--- src/rtl/swc_pkg.sv ---
package swc_pkg;
    localparam int NSRC      = 11;
    localparam int SRC_GPIO  = 2;
    localparam int SRC_TIMER = 3;
    localparam int SRC_SDIO  = 4;
    // sources 2,4,5,6,7,10 are only meaningful in light sleep
    localparam logic [NSRC-1:0] LIGHT_ONLY = 11'b100_1111_0100;

    typedef enum logic [2:0] {
        ST_IDLE,
        ST_CHECK,
        ST_SLEEP,
        ST_WAIT_OSC,
        ST_WAIT_XTAL,
        ST_WAIT_PLL,
        ST_RESET_REQ
    } swc_state_e;
endpackage

--- src/rtl/swc_sync.sv ---
module swc_sync #(
    parameter int W = 11
) (
    input  logic         clk,
    input  logic         rst_n,
    input  logic [W-1:0] d,
    output logic [W-1:0] q
);
    logic [W-1:0] meta_q;

    always_ff @(posedge clk or negedge rst_n) begin
        if (!rst_n) begin
            meta_q <= '0;
            q      <= '0;
        end else begin
            meta_q <= d;
            q      <= meta_q;
        end
    end
endmodule

--- src/rtl/swc_rtc.sv ---
module swc_rtc #(
    parameter int CNT_W = 48
) (
    input  logic             clk,
    input  logic             rst_n,
    input  logic             tick,
    input  logic [CNT_W-1:0] target,
    output logic [CNT_W-1:0] count,
    output logic             hit
);
    always_ff @(posedge clk or negedge rst_n) begin
        if (!rst_n)     count <= '0;
        else if (tick)  count <= count + CNT_W'(1);
    end

    assign hit = (count == target);

    assert_count_step_R2: assert property (@(posedge clk) disable iff (!rst_n)
        tick |=> count == ($past(count) + CNT_W'(1)));
    assert_count_hold_R2: assert property (@(posedge clk) disable iff (!rst_n)
        !tick |=> $stable(count));
endmodule

--- src/rtl/swc_seq.sv ---
module swc_seq
    import swc_pkg::*;
#(
    parameter int WAIT_W = 8
) (
    input  logic              clk,
    input  logic              rst_n,
    input  logic              start,
    input  logic              deep_sel,
    input  logic [NSRC-1:0]   wake_mask,
    input  logic [1:0]        reject_mask,
    input  logic [NSRC-1:0]   ev_sync,
    input  logic              timer_hit,
    input  logic [WAIT_W-1:0] wait_osc,
    input  logic [WAIT_W-1:0] wait_xtal,
    input  logic [WAIT_W-1:0] wait_pll,
    output logic              asleep,
    output logic              busy,
    output logic [NSRC-1:0]   wake_cause,
    output logic              rejected,
    output logic              cpu_reset_req,
    output logic              osc_en,
    output logic              xtal_en,
    output logic              pll_en
);
    swc_state_e        state_q, state_d;
    logic              deep_q;
    logic [NSRC-1:0]   mask_q;
    logic [1:0]        rmask_q;
    logic [WAIT_W-1:0] wcnt_q;
    logic [NSRC-1:0]   ev_all, eff_mask, hits;
    logic              rej_hit, wcnt_zero;

    always_comb begin
        ev_all            = ev_sync;
        ev_all[SRC_TIMER] = timer_hit;
        eff_mask          = deep_q ? (mask_q & ~LIGHT_ONLY) : mask_q;
        hits              = ev_all & eff_mask;
        rej_hit           = |(rmask_q & {ev_sync[SRC_SDIO], ev_sync[SRC_GPIO]});
        wcnt_zero         = (wcnt_q == '0);
    end

    // next-state logic
    always_comb begin
        state_d = state_q;
        unique case (state_q)
            ST_IDLE:      if (start)     state_d = ST_CHECK;
            ST_CHECK:     state_d = rej_hit ? ST_IDLE : ST_SLEEP;
            ST_SLEEP:     if (|hits)     state_d = ST_WAIT_OSC;
            ST_WAIT_OSC:  if (wcnt_zero) state_d = ST_WAIT_XTAL;
            ST_WAIT_XTAL: if (wcnt_zero) state_d = ST_WAIT_PLL;
            ST_WAIT_PLL:  if (wcnt_zero) state_d = deep_q ? ST_RESET_REQ : ST_IDLE;
            ST_RESET_REQ: state_d = ST_IDLE;
            default:      state_d = ST_IDLE;
        endcase
    end

    // state register, captured configuration and settle counter
    always_ff @(posedge clk or negedge rst_n) begin
        if (!rst_n) begin
            state_q <= ST_IDLE;
            deep_q  <= 1'b0;
            mask_q  <= '0;
            rmask_q <= '0;
            wcnt_q  <= '0;
        end else begin
            state_q <= state_d;
            if (state_q == ST_IDLE && start) begin
                deep_q  <= deep_sel;
                mask_q  <= wake_mask;
                rmask_q <= reject_mask;
            end
            if (state_d != state_q) begin
                unique case (state_d)
                    ST_WAIT_OSC:  wcnt_q <= wait_osc;
                    ST_WAIT_XTAL: wcnt_q <= wait_xtal;
                    ST_WAIT_PLL:  wcnt_q <= wait_pll;
                    default:      wcnt_q <= wcnt_q;
                endcase
            end else if (!wcnt_zero) begin
                wcnt_q <= wcnt_q - WAIT_W'(1);
            end
        end
    end

    // result registers
    always_ff @(posedge clk or negedge rst_n) begin
        if (!rst_n) begin
            wake_cause <= '0;
            rejected   <= 1'b0;
        end else if (state_q == ST_IDLE && start) begin
            wake_cause <= '0;
            rejected   <= 1'b0;
        end else if (state_q == ST_CHECK && rej_hit) begin
            rejected   <= 1'b1;
        end else if (state_q == ST_SLEEP && |hits) begin
            wake_cause <= hits;
        end
    end

    // state-decoded outputs
    always_comb begin
        asleep        = 1'b0;
        busy          = 1'b1;
        cpu_reset_req = 1'b0;
        osc_en        = 1'b1;
        xtal_en       = 1'b1;
        pll_en        = 1'b1;
        unique case (state_q)
            ST_IDLE:      busy = 1'b0;
            ST_CHECK:     ;
            ST_SLEEP:     begin asleep = 1'b1; osc_en = 1'b0; xtal_en = 1'b0; pll_en = 1'b0; end
            ST_WAIT_OSC:  begin xtal_en = 1'b0; pll_en = 1'b0; end
            ST_WAIT_XTAL: pll_en = 1'b0;
            ST_WAIT_PLL:  ;
            ST_RESET_REQ: cpu_reset_req = 1'b1;
            default:      ;
        endcase
    end

    assert_reject_no_sleep_R3: assert property (@(posedge clk) disable iff (!rst_n)
        rejected |-> !asleep);
    assert_cause_clear_asleep_R5: assert property (@(posedge clk) disable iff (!rst_n)
        (state_q == ST_SLEEP) |-> (wake_cause == '0));
    assert_cause_on_exit_R5: assert property (@(posedge clk) disable iff (!rst_n)
        (state_q == ST_WAIT_OSC && $past(state_q) == ST_SLEEP) |-> (wake_cause != '0));
    assert_deep_filter_R6: assert property (@(posedge clk) disable iff (!rst_n)
        (state_q == ST_WAIT_OSC && $past(state_q) == ST_SLEEP && deep_q)
        |-> ((wake_cause & LIGHT_ONLY) == '0));
    assert_enable_order_R8: assert property (@(posedge clk) disable iff (!rst_n)
        (pll_en |-> xtal_en) and (xtal_en |-> osc_en));
    assert_reset_single_R9: assert property (@(posedge clk) disable iff (!rst_n)
        cpu_reset_req |=> !cpu_reset_req);
endmodule

--- src/rtl/sleep_wake_ctrl.sv ---
module sleep_wake_ctrl
    import swc_pkg::*;
#(
    parameter int CNT_W  = 48,
    parameter int WAIT_W = 8
) (
    input  logic              clk,
    input  logic              rst_n,
    input  logic              slow_tick,
    input  logic              start,
    input  logic              deep_sel,
    input  logic [NSRC-1:0]   wake_mask,
    input  logic [1:0]        reject_mask,
    input  logic [CNT_W-1:0]  wake_target,
    input  logic [NSRC-1:0]   ev_in,
    input  logic [WAIT_W-1:0] wait_osc,
    input  logic [WAIT_W-1:0] wait_xtal,
    input  logic [WAIT_W-1:0] wait_pll,
    output logic [CNT_W-1:0]  rtc_count,
    output logic              asleep,
    output logic              busy,
    output logic [NSRC-1:0]   wake_cause,
    output logic              rejected,
    output logic              cpu_reset_req,
    output logic              osc_en,
    output logic              xtal_en,
    output logic              pll_en
);
    logic [NSRC-1:0] ev_sync;
    logic            timer_hit;

    swc_sync #(.W(NSRC)) u_sync (
        .clk(clk), .rst_n(rst_n), .d(ev_in), .q(ev_sync)
    );

    swc_rtc #(.CNT_W(CNT_W)) u_rtc (
        .clk(clk), .rst_n(rst_n), .tick(slow_tick), .target(wake_target),
        .count(rtc_count), .hit(timer_hit)
    );

    swc_seq #(.WAIT_W(WAIT_W)) u_seq (
        .clk(clk), .rst_n(rst_n), .start(start), .deep_sel(deep_sel),
        .wake_mask(wake_mask), .reject_mask(reject_mask), .ev_sync(ev_sync),
        .timer_hit(timer_hit), .wait_osc(wait_osc), .wait_xtal(wait_xtal),
        .wait_pll(wait_pll), .asleep(asleep), .busy(busy),
        .wake_cause(wake_cause), .rejected(rejected),
        .cpu_reset_req(cpu_reset_req), .osc_en(osc_en), .xtal_en(xtal_en),
        .pll_en(pll_en)
    );
endmodule

--- config.mk ---
export PLATFORM = sky130hd
export DESIGN_NAME = sleep_wake_ctrl
export DESIGN_NICKNAME = d
export VERILOG_FILES = /design/src/rtl/swc_pkg.sv /design/src/rtl/swc_sync.sv /design/src/rtl/swc_rtc.sv /design/src/rtl/swc_seq.sv /design/src/rtl/sleep_wake_ctrl.sv
export SDC_FILE = /design/constraint.sdc
export NUM_CORES = 1
export LEC_CHECK = 0
export BUFFER_PORTS_ARGS = -buffer_cell sky130_fd_sc_hd__buf_4
export CAP_MARGIN = 20
export CELL_PAD_IN_SITES_DETAIL_PLACEMENT = 1
export CELL_PAD_IN_SITES_GLOBAL_PLACEMENT = 1
export CORE_ASPECT_RATIO = 0.75
export CORE_UTILIZATION = 35
export DETAILED_ROUTE_END_ITERATION = 8
export PLACE_DENSITY_LB_ADDON = 0.1
export SYNTH_ARGS = -nofsm -noshare
export SYNTH_HDL_FRONTEND = slang
export SYNTH_SLANG_ARGS = --single-unit
--- constraint.sdc ---
create_clock -name clk -period 2.6 [get_ports clk]
set_clock_uncertainty 0.15 [all_clocks]
set_input_delay 0.52 -clock clk [delete_from_list [all_inputs] [get_ports clk]]
set_output_delay 0.52 -clock clk [all_outputs]
set_load 0.02 [all_outputs]
==> results.json, run 1 <==
{
  "ys_seq_area_share_pct": 48.6,
  "hold_viol": 0,
  "synth_cells": 531,
  "slew_viol_final": 0,
  "min_period_ns": 2.53,
  "vias": 4922,
  "dieArea_mm2": 0.0160,
  "place_congestion": 0.826,
  "io_buffers": 165,
  "setup_viol": 0,
  "preCtsSetupSlack_ns": -0.253,
  "synth_area_leaders": "dfrtp_1 (49%), xor2_1 (11%), nand2_1 (5.3%)",
  "numClockSinks": 105,
  "dpl.cell_count": 963,
  "synth_most_common_cell": "dfrtp_1",
  "fin_cells": 980,
  "syn-cell-area_mm2": 0.00541,
  "diodes": 0,
  "p_int_w": 0.00297,
  "p_seq_share_pct": 43.6,
  "io_pins": 167,
  "cap_viol_max_count": 0,
  "start_util_pct": 36.6,
  "drc": 0,
  "outcome": "complete, no violations",
  "synth_nets": 635,
  "hpwl_mm": 14.2,
  "final_net_count": 880,
  "finalWorstSetupSlack_ns": 0.0703,
  "p_switching_w": 0.00129,
  "clk_pin_slew_ns": 0.07,
  "viasPerCell": 5.02,
  "synth_edf_count": 0,
  "grt_pass1_vias": 5260,
  "cts_tree": "done",
  "rsz0062_at_grt": "yes",
  "cts_max_level": 3,
  "clock_path_buffers": 2,
  "synthFlopType": "dfrtp_1",
  "worstPathCellList": "or4_4 > nor3_4 > nor2_2 > o41ai_4 > buf_4 > a22oi_1 > a22o_1",
  "synth_seq_cells": 105,
  "wl_per_cell_um": 18.4,
  "p_leak_nw": 4.10,
  "rows": 38,
  "netSwitchingFraction_pct": 30.3,
  "clk_latency_ns": 0.35,
  "path_buf_inv": 1,
  "ant_nets": 0,
  "ys_types": 59,
  "worst-setup-path-type": "flop to flop",
  "drtIter0Drc": 241,
  "async_flop_share_pct": 100,
  "drive_above_1_share_pct": 38.8,
  "die_w_um": 146,
  "yosysWarnings": 0,
  "critPathSlowestCell": "or4_4",
  "relSlewSlack_pct": 69.3,
  "antenna_found_initial": 0,
  "syn2layout_area_growth_pct": 45.6,
  "crit_family": "simple AND/OR/NAND/NOR gates",
  "critPathArrivalTime_ns": 2.61,
  "yosysTopAreaCellShare_pct": 48.6,
  "gr-usage-all-layers_pct": 23.4,
  "p_per_area_mw_per_mm2": 542,
  "numCtsBuffers": 9,
  "synth_area_per_cell_um2": 10.2,
  "period_share_pct": 97.3,
  "yosysTopAreaCell": "dfrtp_1",
  "die_h_um": 110,
  "cts-root-buf": "clkbuf_16",
  "crit_fanout": 5,
  "clock.fmax_mhz": 395,
  "cp-end-kind": "flop",
  "core-area_mm2": 0.0148,
  "peakVddDrop_v": 0.000370,
  "worst_slew_pin_slew_ns": 0.455,
  "first_pass_iters": 4,
  "grt_pass1_wl_mm": 28.4,
  "pwr-share-clk_pct": 29.8,
  "critPathLaunchType": "flop",
  "routed_wl_mm": 18.0,
  "min_path_type": "input pin to flop",
  "grt.overflow.total": 0,
  "cp.required_ns": 2.68,
  "synth_commonest_cells": "dfrtp_1 (105), nand2_1 (76), xor2_1 (68), nor2_1 (28), xnor2_1 (28)",
  "grt_max_degree": 44,
  "pwr-share-comb_pct": 26.5,
  "slowest_delay_ns": 0.60
}
## final cells by class
cell class                 count  area (µm²)
clock inverter                 6        43.8
timing repair buffer         252        1920
sequential                   105        2630
clock buffer                   9         225
tap                          200         250
multi-input combinational    393        2750
inverter                      15        56.3
fill                        1682        6920
## kinds of logic after synthesis
| family | count (synthesis) | share of synthesized area, % |
|---|---|---|
| DFF | 105 | 48.6 |
| buffers and inverters | 33 | 2.89 |
| AOI/OAI and AO/OA | 74 | 10.3 |
| xor gates and xnor gates | 96 | 15.5 |
| muxes | 9 | 1.69 |
| and+or+nand+nor | 205 | 19.2 |
| adders and majority gates | 9 | 1.80 |
## layer usage
metal,vias up,share of wire (%),global-route usage [%]
met5,-,0,0
met2,105,47,37.5
li1,2350,-,-
met1,2459,48,33.1
met3,8,4.3,4.48
met4,0,0.62,4.51
## what timing repair did
item / CTS / global route
hold buffers: 1 / 0
endpoints found under the setup margin: 15 / 19
buffers inserted: 0 / 1
hold endpoints to repair: 24 / 0
gates resized for setup: 5 / 19
pin swaps: 2 / 11
cloned: 0 / 0
## per-stage QoR
stage                     setup TNS [ns]  util, %  cell area (µm²)  hold slack, ns  power (W)
after floorplan                        0        -             5410          0.0744    0.00237
after global placement             -4.44     50.4             7460           0.182    0.00291
after detailed placement           -3.68     50.4             7460           0.187    0.00296
after CTS                              0     52.5             7770           0.111    0.00427
after global routing              -0.816     53.2             7870           0.105    0.00447
final                                  0     53.2             7870           0.121    0.00426
## power by group through the flow
stage	logic [W]	clock network (W)	registers [W]
6_report	0.00113	0.00127	0.00186
5_1_grt	0.00123	0.00136	0.00188
4_1_cts	0.00109	0.00131	0.00186
3_5_place_dp	0.00106	0	0.00189
3_3_place_gp	0.00102	0	0.00188
2_1_floorplan	0.000385	0	0.00199
## sequential cells by signal (all words and copies together), names as in the netlist
register,flops
u_seq.rmask_q,2
u_sync.q,10
u_seq.wcnt_q,8
u_seq.mask_q,11
u_rtc.count,48
u_sync.meta_q,10
u_seq.wake_cause,11
u_seq.rejected,1
u_seq.deep_q,1
u_seq.state_q,3
## path summary, 6_finish.rpt
| path | cells past startpoint | startpoint | slack, ns | end |
|---|---|---|---|---|
| setup / recovery | 7 | u_seq.wcnt_q[3] | 0.07 | u_seq.wcnt_q[1] |
| hold / removal | 1 | ev_in[5] | 0.12 | u_sync.meta_q[5] |
| setup reg to reg | 7 | u_seq.wcnt_q[3] | 0.07 | u_seq.wcnt_q[1] |
| hold reg to reg | 0 | u_sync.meta_q[9] | 0.20 | u_sync.q[9] |
| max in group asynchronous | 3 | rst_n | 1.21 | u_rtc.count[38] |
| min in group asynchronous | 2 | rst_n | 0.47 | u_rtc.count[0] |
## cells in the final DEF (no fill, tap or decap), types with 8 or more instances in the layout
cell type  instances
nor2_1            27
o22ai_1           11
xnor2_1           28
inv_1             15
buf_4            249
nand2_1           76
xor2_1            68
nand3_1           25
clkbuf_16          9
o21ai_0            9
nor4_1             8
nor3_1             9
nand4_1           16
dfrtp_1          104
a21oi_1            9
No activity file was read; power rests on OpenSTA's default activity.
==> run 2, diff against run 1 <==
==> constraint.sdc (replaced) <==
create_clock -name clk -period 2.6 [get_ports clk]
set_clock_uncertainty 0.15 [all_clocks]
set_input_delay 0 -clock clk [delete_from_list [all_inputs] [get_ports clk]]
set_output_delay 0 -clock clk [all_outputs]
set_load 0.02 [all_outputs]
==> run 2 against run 1 <==
Sequential share of layout area is 1.2 points lower. Die area unchanged. Critical endpoint is now u_seq.wcnt_q[5]. Worst setup slack lost 0.039 ns. Routed wire length rose by 5.7%. Largest cell class unchanged. Critical path type unchanged.
==> results.json, run 2 (same netlist as run 1, synthesis figures left out) <==
{
  "busiest_layer": "met2",
  "pwr-share-comb_pct": 24.6,
  "p_per_area_mw_per_mm2": 536,
  "drc": 0,
  "diodes": 0,
  "power_w": 0.00438,
  "clk_pin_slew_ns": 0.07,
  "io_pins": 167,
  "io_buffers": 165,
  "hold_viol": 0,
  "worst-path-stages": 8,
  "largest_reg_flops": 48,
  "p_switching_w": 0.00128,
  "cp-end-kind": "flop",
  "grt_pass1_vias": 5470,
  "netSwitchingFraction_pct": 29.3,
  "core-area_mm2": 0.0148,
  "ff2ff_path_depth": 8,
  "dpl.cell_count": 959,
  "clock.fmax_mhz": 389,
  "worst-setup-path-type": "flop to flop",
  "critPathSlowestCell": "or4_4",
  "grt_pass1_wl_mm": 29.9,
  "die_w_um": 146,
  "min_period_ns": 2.57,
  "drive_above_1_share_pct": 35.6,
  "grtUsageMet2_pct": 40.4,
  "hpwl_mm": 14.2,
  "clock_path_buffers": 2,
  "worstPathCellList": "or4_4 > nor3_2 > nand3_1 > buf_4 > nand3b_1 > nand4_1 > mux2i_2 > o22ai_1",
  "ant_nets": 0,
  "worst_slew_pin_slew_ns": 0.596,
  "viasPerCell": 5.04,
  "final_cell_mix": "buf_4 (243), dfrtp_1 (105), nand2_1 (76)",
  "place_congestion": 0.831,
  "relSlewSlack_pct": 60.2,
  "syn2layout_area_growth_pct": 51.0,
  "crit_family": "simple AND/OR/NAND/NOR gates",
  "cts_max_level": 3,
  "vias": 5094,
  "rsz0062_at_grt": "yes",
  "start_util_pct": 36.6,
  "slowest_delay_ns": 0.58,
  "use_met3_pct": 4.85,
  "drtIter0Drc": 311,
  "final_net_count": 909,
  "layout_commonest_cell": "buf_4",
  "crit_fanout": 6,
  "grt_max_degree": 106,
  "p_leak_nw": 4.23,
  "cts_tree": "done",
  "die_h_um": 110,
  "first_pass_iters": 4,
  "use_met1_pct": 33.4,
  "outcome": "complete, no violations",
  "placed_area_mm2": 0.00744,
  "fin_cells": 1010,
  "setup-tns-final_ns": 0,
  "rows": 38,
  "p_seq_share_pct": 42.6,
  "final_area_mm2": 0.00816,
  "clk_latency_ns": 0.35,
  "grt.overflow.total": 0,
  "pwr-share-clk_pct": 32.8,
  "peakVddDrop_v": 0.000418,
  "path_buf_inv": 1,
  "slew_viol_final": 0,
  "cap_viol_max_count": 0,
  "wl_per_cell_um": 18.8,
  "p_int_w": 0.00309,
  "numClockSinks": 105,
  "setup_viol": 0,
  "critPathArrivalTime_ns": 2.65,
  "whs_path_depth": 5,
  "top_register": "u_rtc.count",
  "numCtsBuffers": 9,
  "gr-usage-all-layers_pct": 24.7,
  "min_path_type": "input pin to flop",
  "routed_wl_mm": 19.0,
  "period_share_pct": 98.8,
  "antenna_found_initial": 0,
  "top_regs": "u_rtc.count (48), u_seq.mask_q (11), u_seq.wake_cause (11)",
  "dieArea_mm2": 0.0160,
  "critPathLaunchType": "flop",
  "cp.required_ns": 2.68,
  "cts-root-buf": "clkbuf_16"
}
run 2: power by group through the flow:
stage,logic [W],registers [W],clock network [W]
2_1_floorplan,0.000385,0.00199,0
3_3_place_gp,0.000973,0.00188,0
3_5_place_dp,0.00101,0.00189,0
4_1_cts,0.00107,0.00186,0.00148
5_1_grt,0.00118,0.00188,0.00154
6_report,0.00108,0.00187,0.00144
run 2: final timing paths:
kind,slack (ns),startpoint,to
min in group asynchronous,0.09,rst_n,u_rtc.count[1]
setup reg to reg,0.03,u_seq.wcnt_q[3],u_seq.wcnt_q[5]
max in group asynchronous,1.75,rst_n,u_rtc.count[47]
hold / removal,0.007,wait_osc[6],u_seq.wcnt_q[6]
setup / recovery,0.03,u_seq.wcnt_q[3],u_seq.wcnt_q[5]
hold reg to reg,0.20,u_sync.meta_q[5],u_sync.q[5]
run 2: metrics by stage:
| stage | setup WS [ns] | hold slack [ns] | util [%] |
|---|---|---|---|
| 3_3_place_gp | -0.0125 | -0.0393 | 50.3 |
| 4_1_cts | 0.0119 | 0.00449 | 54.9 |
| 6_report | 0.0313 | 0.00660 | 55.2 |
| 5_1_grt | -0.0417 | 0.0491 | 55.2 |
| 2_1_floorplan | 0.133 | -0.446 | - |
| 3_5_place_dp | -0.0552 | -0.0388 | 50.3 |
run 2: final cells by class:
class | count | area [µm²]
multi-input combinational | 393 | 2680
fill | 1679 | 6620
sequential | 105 | 2630
clock buffer | 11 | 253
inverter | 15 | 56.3
clock inverter | 5 | 62.6
timing repair buffer | 281 | 2240
tap | 200 | 250
run 2: tightest hold or removal path: cells and delay by family:
family	cells	cell delay, ns
AOI/OAI and AO/OA	3	0.30
buffers and inverters	1	0.09
muxes	1	0.07
run 2: routing by layer:
layer	vias up	share of wire (%)
met1	2541	47
met3	20	4.0
met4	0	1.8
met2	126	47
li1	2407	-
met5	-	0
run 2: what timing repair did:
item                                    CTS  global route
resized for setup                         1            10
setup buffers                             1             0
hold buffers                             34             0
endpoints found under the setup margin   14            16
endpoints found under the hold margin   142             0
pin swaps                                 1             5
==> run 3, diff against run 2 <==
==> constraint.sdc (replaced) <==
create_clock -name clk -period 2.6 [get_ports clk]
set_clock_uncertainty 0.15 [all_clocks]
set_input_delay 0.13 -clock clk [delete_from_list [all_inputs] [get_ports clk]]
set_output_delay 0.13 -clock clk [all_outputs]
set_load 0.02 [all_outputs]
==> run 3 against run 2 <==
Routed wire length down 1.7%. Power down 1.4%. Final area increased by 0.72%. Die area stayed put. Cell count up 1.1%. Flip-flop and latch count unchanged. Non-clock buffer count is 10 higher. Core utilization increased by 0.40 points. Sequential share of layout area decreased by 0.23 points. Combinational power increased by 6%. Via count barely moved. Count of clock-buffer cells in the layout is 2 lower.
==> results.json, run 3 (same netlist as run 1, synthesis figures left out) <==
{
  "outcome": "complete, no violations",
  "gr-usage-all-layers_pct": 23.9,
  "cts-root-buf": "clkbuf_16",
  "p_leak_nw": 4.28,
  "worst_slew_pin_slew_ns": 0.577,
  "multi_input_area_mm2": 0.00273,
  "path_buf_inv": 3,
  "setup_viol": 0,
  "top_register": "u_rtc.count",
  "die_h_um": 110,
  "top_regs": "u_rtc.count (48), u_seq.mask_q (11), u_seq.wake_cause (11)",
  "largest_reg_flops": 48,
  "clock_path_buffers": 2,
  "slew_viol_final": 0,
  "worst-setup-path-type": "flop to flop",
  "io_pins": 167,
  "peakVddDrop_v": 0.000336,
  "critPathLaunchType": "flop",
  "diodes": 0,
  "grt_pass1_wl_mm": 29.1,
  "start_util_pct": 36.6,
  "clk_latency_ns": 0.35,
  "ff_latch_area_mm2": 0.00263,
  "netSwitchingFraction_pct": 30.6,
  "min_path_type": "input pin to flop",
  "pwr-share-clk_pct": 30.2,
  "io_buffers": 165,
  "cp.required_ns": 2.69,
  "p_seq_share_pct": 43.1,
  "syn2layout_area_growth_pct": 52.1,
  "clock.fmax_mhz": 390,
  "clk_pin_slew_ns": 0.08,
  "final_area_mm2": 0.00822,
  "vias": 5089,
  "crit_family": "simple AND/OR/NAND/NOR gates",
  "drtIter0Drc": 234,
  "ant_nets": 0,
  "hpwl_mm": 14.2,
  "drc": 0,
  "final_cell_mix": "buf_4 (260), dfrtp_1 (105), nand2_1 (76)",
  "placed_area_mm2": 0.00752,
  "p_per_area_mw_per_mm2": 525,
  "nFillCells": 1682,
  "p_switching_w": 0.00132,
  "drive_above_1_share_pct": 38.2,
  "min_period_ns": 2.56,
  "die_w_um": 146,
  "numCtsBuffers": 9,
  "slowest_delay_ns": 0.40,
  "routed_wl_mm": 18.7,
  "cp-end-kind": "flop",
  "grt_max_degree": 66,
  "first_pass_iters": 4,
  "rows": 38,
  "viasPerCell": 4.98,
  "numClockSinks": 105,
  "cap_viol_max_count": 0,
  "crit_fanout": 7,
  "crit_top_cell": "buf_4",
  "relSlewSlack_pct": 61.5,
  "wl_per_cell_um": 18.3,
  "critPathSlowestCell": "dfrtp_1",
  "worstPathCellList": "xor2_1 > buf_4 > nor4_2 > nand3_1 > nor4_4 > buf_6 > o41ai_4 > buf_4 > a22oi_2 > o22ai_1",
  "period_share_pct": 98.5,
  "final_net_count": 920,
  "core-area_mm2": 0.0148,
  "hold_viol": 0,
  "antenna_found_initial": 0,
  "setup-tns-final_ns": 0,
  "p_int_w": 0.00300,
  "critPathArrivalTime_ns": 2.65,
  "cts_max_level": 3,
  "cts_tree": "done",
  "place_congestion": 0.846,
  "pwr-share-comb_pct": 26.6,
  "dieArea_mm2": 0.0160,
  "grt.overflow.total": 0,
  "grt_pass1_vias": 5450,
  "layout_commonest_cell": "buf_4"
}
==> run 3: layer usage <==
layer / GRT usage [%] / routed length (µm) / share of wire [%] / vias up
met5: 0 / 0 / 0 / -
met2: 38.9 / 8800 / 47 / 95
li1: - / - / - / 2432
met4: 5.19 / 223 / 1.2 / 0
met1: 33.5 / 9100 / 49 / 2545
met3: 4.15 / 579 / 3.1 / 17
==> run 3: through the flow <==
step / utilization [%] / total power [W] / instances / hold slack (ns) / setup slack [ns]
5_1_grt: 55.6 / 0.00454 / 1021 / 0.0647 / -0.0504
3_5_place_dp: 50.9 / 0.00295 / 971 / 0.00465 / -0.0992
4_1_cts: 54.9 / 0.00433 / 1017 / 0.0195 / 0.00449
2_1_floorplan: - / 0.00237 / 531 / -0.316 / 0.133
6_report: 55.6 / 0.00432 / 1021 / 0.0550 / 0.0379
3_3_place_gp: 50.9 / 0.00291 / 971 / 0.00180 / -0.0763
==> run 3: path summary, 6_finish.rpt <==
path	startpoint	end	slack, ns	cells after the start
min in group asynchronous	rst_n	u_rtc.count[0]	0.15	2
max in group asynchronous	rst_n	u_rtc.count[37]	1.39	3
worst max-delay path	u_rtc.count[2]	u_seq.wcnt_q[2]	0.04	10
worst max register to register	u_rtc.count[2]	u_seq.wcnt_q[2]	0.04	10
worst min-delay path	wait_xtal[4]	u_seq.wcnt_q[4]	0.06	4
worst min register to register	u_sync.meta_q[9]	u_sync.q[9]	0.20	0
==> run 3: repair_timing <==
action / 4_1_cts / 5_1_grt
pin swaps: 1 / 7
buffers inserted: 3 / 3
hold buffers: 27 / 0
endpoints found under the setup margin: 15 / 19
endpoints found under the hold margin: 69 / 0
cloned: 0 / 1
gates resized for setup: 4 / 17
==> run 3: tightest hold or removal path: stages <==
cell	delay, ns
buf_4	0.08
o2bb2ai_1	0.10
mux2i_1	0.07
o22ai_1	0.13
==> run 3: area by class of cell <==
type	count	area share (%)
Multi-Input combinational cell	394	33.1
Sequential cell	105	32.0
Timing Repair Buffer	291	27.8
Tap cell	200	3.04
Clock buffer	9	2.74
Inverter	15	0.685
Clock inverter	7	0.654
==> run 3: power groups by stage <==
stage	combinational [W]	sequential, W	clock, W
2_1_floorplan	0.000385	0.00199	0
3_3_place_gp	0.00103	0.00188	0
3_5_place_dp	0.00106	0.00189	0
4_1_cts	0.00112	0.00186	0.00135
5_1_grt	0.00124	0.00188	0.00142
6_report	0.00115	0.00186	0.00131
